<file path="src/rtl/lcd_init_pkg.sv">
package lcd_init_pkg;

  localparam int DATA_W    = 8;
  localparam int REG_CNT   = 4;
  localparam int REG_SEL_W = 2;

  // Mode register indices; the write order follows these values.
  localparam logic [REG_SEL_W-1:0] SEL_LINEFONT = 2'd0;
  localparam logic [REG_SEL_W-1:0] SEL_ENTRY    = 2'd1;
  localparam logic [REG_SEL_W-1:0] SEL_DISPLAY  = 2'd2;
  localparam logic [REG_SEL_W-1:0] SEL_CHARSRC  = 2'd3;

  typedef enum logic [2:0] {
    ST_IDLE  = 3'd0,
    ST_CLEAR = 3'd1,
    ST_REGS  = 3'd2,
    ST_WAIT  = 3'd3,
    ST_DONE  = 3'd4
  } seqState_e;

  // Strobes from the control into the datapath.
  typedef struct packed {
    logic memWr;
    logic regWr;
  } seqStrobe_t;

  // Power-on defaults per register.
  // linefont : bit0 twoLine=1, bit1 tallFont=0
  // entry    : bit0 addrInc=1, bit1 shiftOn=0
  // display  : bit0 dispOn=0, bit1 cursor=0, bit2 blink=0, bit3 underline=0
  // charsrc  : bit0 romSource=1, bit1 descenderShift=0
  function automatic logic [DATA_W-1:0] regDefault(input logic [REG_SEL_W-1:0] sel);
    logic [DATA_W-1:0] val;
    val = '0;
    case (sel)
      SEL_LINEFONT: val[0] = 1'b1;
      SEL_ENTRY:    val[0] = 1'b1;
      SEL_DISPLAY:  val    = '0;
      SEL_CHARSRC:  val[0] = 1'b1;
      default:      val    = '0;
    endcase
    return val;
  endfunction

endpackage

</file>
<file path="src/rtl/lcd_init_rstsync.sv">
module lcd_init_rstsync #(
  parameter int STAGES = 2
) (
  input  logic clk,
  input  logic rstAsyncN,
  output logic rstSyncN
);

  logic [STAGES-1:0] syncQ;

  always_ff @(posedge clk or negedge rstAsyncN) begin
    if (!rstAsyncN) syncQ <= '0;
    else            syncQ <= {syncQ[STAGES-2:0], 1'b1};
  end

  assign rstSyncN = syncQ[STAGES-1];

endmodule

</file>
<file path="src/rtl/lcd_init_ctrl.sv">
module lcd_init_ctrl
  import lcd_init_pkg::*;
(
  input  logic       clk,
  input  logic       rstSyncN,
  input  logic       addrLast,
  input  logic       regLast,
  input  logic       timeUp,
  output seqStrobe_t strobe,
  output logic       busy
);

  seqState_e state, nextState;

  always_ff @(posedge clk or negedge rstSyncN) begin
    if (!rstSyncN) state <= ST_IDLE;
    else           state <= nextState;
  end

  always_comb begin
    nextState = state;
    strobe    = '0;
    case (state)
      ST_IDLE:  nextState = ST_CLEAR;
      ST_CLEAR: begin
        strobe.memWr = 1'b1;
        if (addrLast) nextState = ST_REGS;
      end
      ST_REGS: begin
        strobe.regWr = 1'b1;
        if (regLast) nextState = ST_WAIT;
      end
      ST_WAIT:  if (timeUp) nextState = ST_DONE;
      ST_DONE:  nextState = ST_DONE;
      default:  nextState = ST_IDLE;
    endcase
  end

  assign busy = (state != ST_DONE);

endmodule

</file>
<file path="src/rtl/lcd_init_dpath.sv">
module lcd_init_dpath
  import lcd_init_pkg::*;
#(
  parameter int               MEM_DEPTH   = 80,
  parameter int               BUSY_CYCLES = 500000,
  parameter logic [DATA_W-1:0] BLANK      = 8'h20,
  parameter int               ADDR_W      = $clog2(MEM_DEPTH),
  parameter int               TIME_W      = $clog2(BUSY_CYCLES + 1)
) (
  input  logic                 clk,
  input  logic                 rstSyncN,
  input  seqStrobe_t           strobe,
  output logic                 addrLast,
  output logic                 regLast,
  output logic                 timeUp,
  output logic [ADDR_W-1:0]    memAddr,
  output logic [DATA_W-1:0]    memData,
  output logic [REG_SEL_W-1:0] regSel,
  output logic [DATA_W-1:0]    regData
);

  localparam logic [ADDR_W-1:0]    ADDR_END = ADDR_W'(MEM_DEPTH - 1);
  localparam logic [REG_SEL_W-1:0] REG_END  = REG_SEL_W'(REG_CNT - 1);
  localparam logic [TIME_W-1:0]    TIME_END = TIME_W'(BUSY_CYCLES);

  logic [ADDR_W-1:0]    addrCnt;
  logic [REG_SEL_W-1:0] regIdx;
  logic [TIME_W-1:0]    timeCnt;

  always_ff @(posedge clk or negedge rstSyncN) begin
    if (!rstSyncN)         addrCnt <= '0;
    else if (strobe.memWr) addrCnt <= addrCnt + 1'b1;
  end

  always_ff @(posedge clk or negedge rstSyncN) begin
    if (!rstSyncN)         regIdx <= '0;
    else if (strobe.regWr) regIdx <= regIdx + 1'b1;
  end

  // Saturating busy-window counter, running from the first synchronized cycle.
  always_ff @(posedge clk or negedge rstSyncN) begin
    if (!rstSyncN)              timeCnt <= '0;
    else if (timeCnt != TIME_END) timeCnt <= timeCnt + 1'b1;
  end

  assign addrLast = (addrCnt == ADDR_END);
  assign regLast  = (regIdx == REG_END);
  assign timeUp   = (timeCnt == TIME_END);
  assign memAddr  = addrCnt;
  assign memData  = BLANK;
  assign regSel   = regIdx;
  assign regData  = regDefault(regIdx);

endmodule

</file>
<file path="src/rtl/lcd_init_seq.sv">
module lcd_init_seq
  import lcd_init_pkg::*;
#(
  parameter int CLK_HZ    = 50_000_000,
  parameter int BUSY_US   = 10_000,
  parameter int MEM_DEPTH = 80,
  parameter int SYNC_LEN  = 2
) (
  input  logic                         clk,
  input  logic                         rstN,
  output logic                         busy1,
  output logic                         busy2,
  output logic                         memWe,
  output logic [$clog2(MEM_DEPTH)-1:0] memAddr,
  output logic [7:0]                   memData,
  output logic                         regWe,
  output logic [1:0]                   regSel,
  output logic [7:0]                   regData
);

  localparam int BUSY_CYCLES = (CLK_HZ / 1_000_000) * BUSY_US;
  localparam int ADDR_W      = $clog2(MEM_DEPTH);

  logic       rstSyncN;
  logic       addrLast;
  logic       regLast;
  logic       timeUp;
  logic       busy;
  seqStrobe_t strobe;

  lcd_init_rstsync #(.STAGES(SYNC_LEN)) u_sync (
    .clk       (clk),
    .rstAsyncN (rstN),
    .rstSyncN  (rstSyncN)
  );

  lcd_init_ctrl u_ctrl (
    .clk      (clk),
    .rstSyncN (rstSyncN),
    .addrLast (addrLast),
    .regLast  (regLast),
    .timeUp   (timeUp),
    .strobe   (strobe),
    .busy     (busy)
  );

  lcd_init_dpath #(
    .MEM_DEPTH   (MEM_DEPTH),
    .BUSY_CYCLES (BUSY_CYCLES),
    .BLANK       (8'h20),
    .ADDR_W      (ADDR_W)
  ) u_dpath (
    .clk      (clk),
    .rstSyncN (rstSyncN),
    .strobe   (strobe),
    .addrLast (addrLast),
    .regLast  (regLast),
    .timeUp   (timeUp),
    .memAddr  (memAddr),
    .memData  (memData),
    .regSel   (regSel),
    .regData  (regData)
  );

  assign busy1 = busy;
  assign busy2 = busy;
  assign memWe = strobe.memWr;
  assign regWe = strobe.regWr;

endmodule

</file>
<file path="config.mk">
export PLATFORM = sky130hd
export DESIGN_NAME = lcd_init_seq
export DESIGN_NICKNAME = d
export VERILOG_FILES = /design/src/rtl/lcd_init_pkg.sv /design/src/rtl/lcd_init_rstsync.sv /design/src/rtl/lcd_init_ctrl.sv /design/src/rtl/lcd_init_dpath.sv /design/src/rtl/lcd_init_seq.sv
export SDC_FILE = /design/constraint.sdc
export NUM_CORES = 1
export LEC_CHECK = 0
export BUFFER_PORTS_ARGS = -buffer_cell sky130_fd_sc_hd__buf_2
export CORE_MARGIN = 4
export CORE_UTILIZATION = 35
export CTS_CLUSTER_DIAMETER = 150
export DETAILED_ROUTE_END_ITERATION = 8
export MAX_ROUTING_LAYER = met4
export SLEW_MARGIN = 20
export SYNTH_ARGS = -nofsm -noshare
export SYNTH_HDL_FRONTEND = slang
export SYNTH_SLANG_ARGS = --single-unit
</file>
<file path="constraint.sdc">
create_clock -name clk -period 1 [get_ports clk]
set_clock_uncertainty 0.1 [all_clocks]
set_input_delay 0.2 -clock clk [delete_from_list [all_inputs] [get_ports clk]]
set_output_delay 0.2 -clock clk [all_outputs]
set_load 0.02 [all_outputs]
</file>
==> results.toml, run 1 <==
[logic_synthesis]
netlist.area_leader.share_pct = 51.32
synth_compound_area_share_pct = 1.944
synth.distinct_cells = 26
synth-main-ff-cell = "dfrtp_1"
yosysMostFrequentCell = "dfrtp_1"
synth_warnings = 0
synth-adder-area-share_pct = 3.888
yosys-top-cells-count = "33 x dfrtp_1, 19 x xnor2_1, 16 x buf_4, 11 x nand2_1, 10 x nand3_1"
syn_area_per_cell_sq_um = 11.10
synth_seq_cells = 33
synth_area_sq_um = 1609
synthTopCellsByArea = "dfrtp_1 51%, xnor2_1 10%, buf_4 7.5%, ha_1 3.9%, nand3_1 3.1%"
synth_mux_area_share_pct = 1.400
synth_edf_count = 0
async_flop_share_pct = 100.0
yosysSeqAreaShare_pct = 51.32
yosys.area_share.simple_pct = 19.05
synth_top_family_by_area = "simple AND/OR/NAND/NOR gates"
synth_xor_area_share_pct = 13.06
synth_cells = 145
synth_top_cell_by_area = "dfrtp_1"

[floorplan]
fp-row-count = 24
boundaryPins = 31
die_y_um = 75.81
core_sq_um = 4414
start_util_pct = 36.45
die_area_sq_um = 5746
die_w_um = 75.81

[detailed_routing]
dr.first_iter.drc_count = 45
vias = 1395
ant_nets = 0
drc = 0
post_drt_via_cell_ratio = 4.619
routedWlPerCell_um = 15.35
firstDrtPassIters = 4
wl_um = 4637

[global_route]
grt_pass1_vias = 1522
gr-total-overflow = 0
antenna_found_initial = 0
grt_pass1_wl_um = 7272
grtUsageTotal_pct = 18.06
grt_max_degree = 20

[finish]
multi_input_area_sq_um = 924.6
fin_nets = 256
fill_cells = 333
num_antenna_cells = 0
drive_gt1_share_pct = 59.60
seqCellArea_sq_um = 834.6
area_delta_synth_final_pct = 75.97

[critical_path]
slowest_stage = "or4b_1"
slowest_delay_ps = 530
r2r-end = "u_ctrl.state[2]"
regToRegSetupSlack_ps = -580
endpoint_kind = "register"
worstPathArrival_ps = 1710
worstSetupPathType = "reg2reg"
crit_buf_inv = 0
crit_path_start_kind = "register"
worstPathRequired_ps = 1130
worst-path-stages = 4
r2r_cells = 4
cp_max_fo = 3
rr_startpoint = "u_dpath.timeCnt[12]"
path_delay_family = "simple AND/OR/NAND/NOR gates"
worstPathCellList = "and4bb_2 -> nand4_1 -> or4b_1 -> nand2_1"

[sta]
max_freq_ghz = 0.6330
finalMaxSlewViolations = 0
report.final.hold_viol_count = 0
rsz0062_at_grt = "yes"
postLayoutSetupSlackWorst_ps = -579.9
finalCritPeriodShare_pct = 158.0
finalSetupViolCount = 45
whs_ps = 92.34
finalSetupTns_ps = -16960
post-route-min-period_ps = 1580

[cts]
root_buffer = "clkbuf_8"
cts_buffers = 5
clk_latency_ps = 290
clockBufferDepth = 2
htree_levels = 2
cts.clk_slew.worst_paths_ps = 60
cts_sinks = 33
cts_tree = "yes"

[power]
leakage_nw = 1.351
p_per_area_nw_per_um2 = 840.3
ir_worst_vdd_mv = 1.090
p_total_w = 0.002379

[placed_design]
io_buffers = 15
place_ws_ps = -558.1
routabilityCongestion = 0.8055
dpl.hpwl_um = 2637

[min_path]
hold_path_class = "reg2async"

[status]
status = "finished, violations left"
violations = "setup timing"

[job]
max_cap_viol_count = 0
-- per-stage QoR --
stage / cell area, sq um / std cells / util (%)
after floorplan: 1737 / 159 / -
after global placement: 2110 / 257 / 47.79
after detailed placement: 2110 / 257 / 47.79
after CTS: 2649 / 292 / 60.01
after global routing: 2831 / 302 / 64.14
final: 2831 / 302 / 64.14
-- area by class of cell --
type	instances	share of cell area [%]
multi-input cells	104	32.66
repair buffers	99	31.95
flip-flops and latches	33	29.47
clock buffers	8	2.828
well taps	52	2.298
inverters	6	0.7954
-- power breakdown --
group          internal (W)  switching (W)
clock              0.000494       0.000458
combinational    0.00000917      0.0000769
sequential          0.00134     0.00000162
-- worst max path at each step --
stage                                    from                end
after floorplan               u_ctrl.state[1]  u_dpath.regSel[1]
after global placement    u_dpath.timeCnt[14]    u_ctrl.state[2]
after detailed placement  u_dpath.timeCnt[12]    u_ctrl.state[2]
after CTS                 u_dpath.timeCnt[14]    u_ctrl.state[2]
after global routing       u_dpath.timeCnt[7]    u_ctrl.state[2]
final                     u_dpath.timeCnt[12]    u_ctrl.state[2]
-- registers in the layout, summed over array words and instances, names as in the netlist --
register	count
u_ctrl.state	3
u_dpath.timeCnt	19
u_dpath.regSel	2
u_dpath.memAddr	7
u_sync.syncQ	2
-- worst reg2reg max path, stage by stage, from the launching register on --
cell	delay (ps)
dfrtp_1	380
and4bb_2	290
nand4_1	130
or4b_1	530
nand2_1	90
-- logic make-up (layout without fill, tap and decap cells) --
family          Yosys count  count (layout)
other cells               2              16
xor+xnor                 24              24
fa+ha+maj                 5               5
buf+inv                  22             113
compound gates            6               6
flops                    33              33
simple gates             51              51
mux                       2               2
-- layer usage --
metal	up-vias	GRT usage (%)	part of all wire [%]
met2	28	29.28	54
met1	684	20.45	39
met3	13	5.277	3.1
li1	670	-	-
met4	0	8.350	4.3
met5	-	-	0
-- cell usage in the layout, fill, tap and decap left out, drive strengths merged --
| cell | instances |
|---|---|
| a21oi | 3 |
| and3 | 3 |
| and4 | 2 |
| and4bb | 1 |
| buf | 98 |
| clkbuf | 8 |
| conb | 16 |
| dfrtp | 33 |
| dlygate4sd3 | 1 |
| ha | 5 |
| inv | 6 |
| mux2 | 2 |
| nand2 | 11 |
| nand2b | 2 |
| nand3 | 10 |
| nand4 | 8 |
| nor2 | 5 |
| nor3 | 2 |
| nor3b | 2 |
| nor4 | 1 |
| nor4b | 3 |
| o21ai | 2 |
| o22ai | 1 |
| or4b | 1 |
| xnor2 | 19 |
| xor2 | 5 |
-- repair_timing --
| action | in CTS | in global routing |
|---|---|---|
| resized for setup | 67 | 27 |
| setup endpoints to repair | 45 | 45 |
| pin swaps | 34 | 19 |
| hold endpoints to repair | 2 | 0 |
| hold buffers | 1 | 0 |
| setup buffers | 27 | 14 |
Power figures use the tool's default switching activity.
==> inputs of run 2 (changes only) <==
--- a/config.mk
+++ b/config.mk
@@ -11,6 +11,7 @@
 export CTS_CLUSTER_DIAMETER = 150
 export DETAILED_ROUTE_END_ITERATION = 8
 export MAX_ROUTING_LAYER = met4
+export PLACE_DENSITY = 0.65
 export SLEW_MARGIN = 20
 export SYNTH_ARGS = -nofsm -noshare
 export SYNTH_HDL_FRONTEND = slang
==> run 2 against run 1 <==
  * The run still ends with setup timing left
  * Power is 14% higher
  * Clock power rose by 36%
  * Clock-buffer cell count fell by 1
  * Sequential share of layout area is 0.20 points lower
==> results.toml, run 2 (synthesized netlist as in run 1, its figures left out) <==
[floorplan]
die_area_sq_um = 5746
core_sq_um = 4414
die_w_um = 75.81
boundaryPins = 31
fp-row-count = 24
die_y_um = 75.81
start_util_pct = 36.45

[power]
p_total_w = 0.002719
leakage_nw = 1.342
ir_worst_vdd_mv = 0.4736
p_per_area_nw_per_um2 = 952.3

[sta]
report.final.hold_viol_count = 0
rsz0062_at_grt = "yes"
finalMaxSlewViolations = 0
finalSetupViolCount = 45
post-route-min-period_ps = 1627
finalCritPeriodShare_pct = 162.7
postLayoutSetupSlackWorst_ps = -627.1
max_freq_ghz = 0.6146
finalSetupTns_ps = -17840
whs_ps = 101.5

[job]
max_cap_viol_count = 0

[status]
status = "finished, violations left"
violations = "setup timing"

[detailed_routing]
drc = 0
met1Wirelength_um = 1729
wl_met2_um = 2380
ant_nets = 0
wl_met3_um = 161
post_drt_via_cell_ratio = 4.689
firstDrtPassIters = 4
vias = 1388
routedWlPerCell_um = 14.64
wl_um = 4333
maxUsedRoutingLayer = "met4"
dr.first_iter.drc_count = 80

[finish]
layout_common_cells = "45 x buf_6, 45 x buf_4, 25 x dfrtp_1, 16 x xnor2_1, 16 x conb_1"
fin_nets = 250
drive_gt1_share_pct = 61.48
largest-register = "u_dpath.timeCnt"
num_antenna_cells = 0
largest_reg_flops = 19
final_cells = 296
area_delta_synth_final_pct = 77.45

[global_route]
grt_pass1_vias = 1416
antenna_found_initial = 0
grt_pass1_wl_um = 6458
gr-total-overflow = 0
grt_max_degree = 32
grtUsageTotal_pct = 15.63

[critical_path]
worstPathRequired_ps = 1130
cp_max_fo = 3
crit_path_start_kind = "register"
worstPathCellList = "and4bb_2 -> nand4_1 -> or4b_1 -> nand2_1"
slowest_stage = "or4b_1"
endpoint_kind = "register"
worstSetupPathType = "reg2reg"
worstPathArrival_ps = 1760
slowest_delay_ps = 550

[placed_design]
dpl.hpwl_um = 2297
routabilityCongestion = 0.7533
place_inst = 252
io_buffers = 15

[cts]
clk_latency_ps = 280
cts_buffers = 5
cts_tree = "yes"
clockBufferDepth = 2
cts_sinks = 33
htree_levels = 2
cts.clk_slew.worst_paths_ps = 70
root_buffer = "clkbuf_8"

[min_path]
hold_path_class = "reg2async"
==> run 2: cell types whose count changed in the layout (fill, tap and decap cells not counted), moves of 2 or more <==
cell      delta
nand3_2      -2
nand2_2      +2
buf_6        +4
buf_4       -10
nor2_2       +2
nor2_1       -2
clkbuf_1     -2
==> run 2: final timing paths <==
check	start	endpoint	slack, ps	cells after the start
setup / recovery	u_dpath.timeCnt[14]	u_ctrl.state[2]	-630	4
hold / removal	u_sync.syncQ[1]	u_dpath.memAddr[3]	100	1
setup reg to reg	u_dpath.timeCnt[14]	u_ctrl.state[2]	-630	4
hold reg to reg	u_sync.syncQ[1]	u_dpath.memAddr[3]	100	1
max in group asynchronous	u_sync.syncQ[1]	u_dpath.regSel[0]	500	1
min in group clk	u_sync.syncQ[0]	u_sync.syncQ[1]	260	0
==> run 2: through the flow <==
stage                     utilization [%]  area [sq um]  setup WS (ps)
final                               64.68          2855         -627.1
after CTS                           60.03          2650         -576.8
after global placement              47.22          2085         -542.9
after global routing                64.68          2855         -717.7
after floorplan                         -          1737         -588.0
after detailed placement            47.22          2085         -572.6
==> run 2: area by class of cell <==
type	instances	area, sq um
inverters	6	22.52
flip-flops and latches	33	835.8
multi-input cells	104	935.9
clock inverters	1	30.03
clock buffers	7	86.33
well taps	52	65.06
fillers	302	1559
repair buffers	93	879.6
==> run 2: what timing repair did <==
action                                 CTS  global route
hold buffers                             1             0
setup endpoints to repair               45            45
endpoints found under the hold margin    2             0
resized for setup                       68            30
pin swaps                               34            21
setup buffers                           28            13
gates cloned                             0             0
==> run 2: critical path: cells and delay by family (launching register included) <==
kind | cells | cell delay [ps]
DFF | 1 | 370
and+or+nand+nor | 4 | 1100
==> run 2: power breakdown <==
part / switching (W) / total [W] / internal, W
registers: 0.00000210 / 0.00134 / 0.00134
clock network: 0.000477 / 0.00129 / 0.000812
logic: 0.0000769 / 0.0000889 / 0.0000120
==> run 2: per-layer routing <==
metal,vias to the layer above,track usage [%]
li1,657,-
met1,696,17.82
met2,27,26.14
met3,8,3.826
met4,0,6.408
met5,-,-
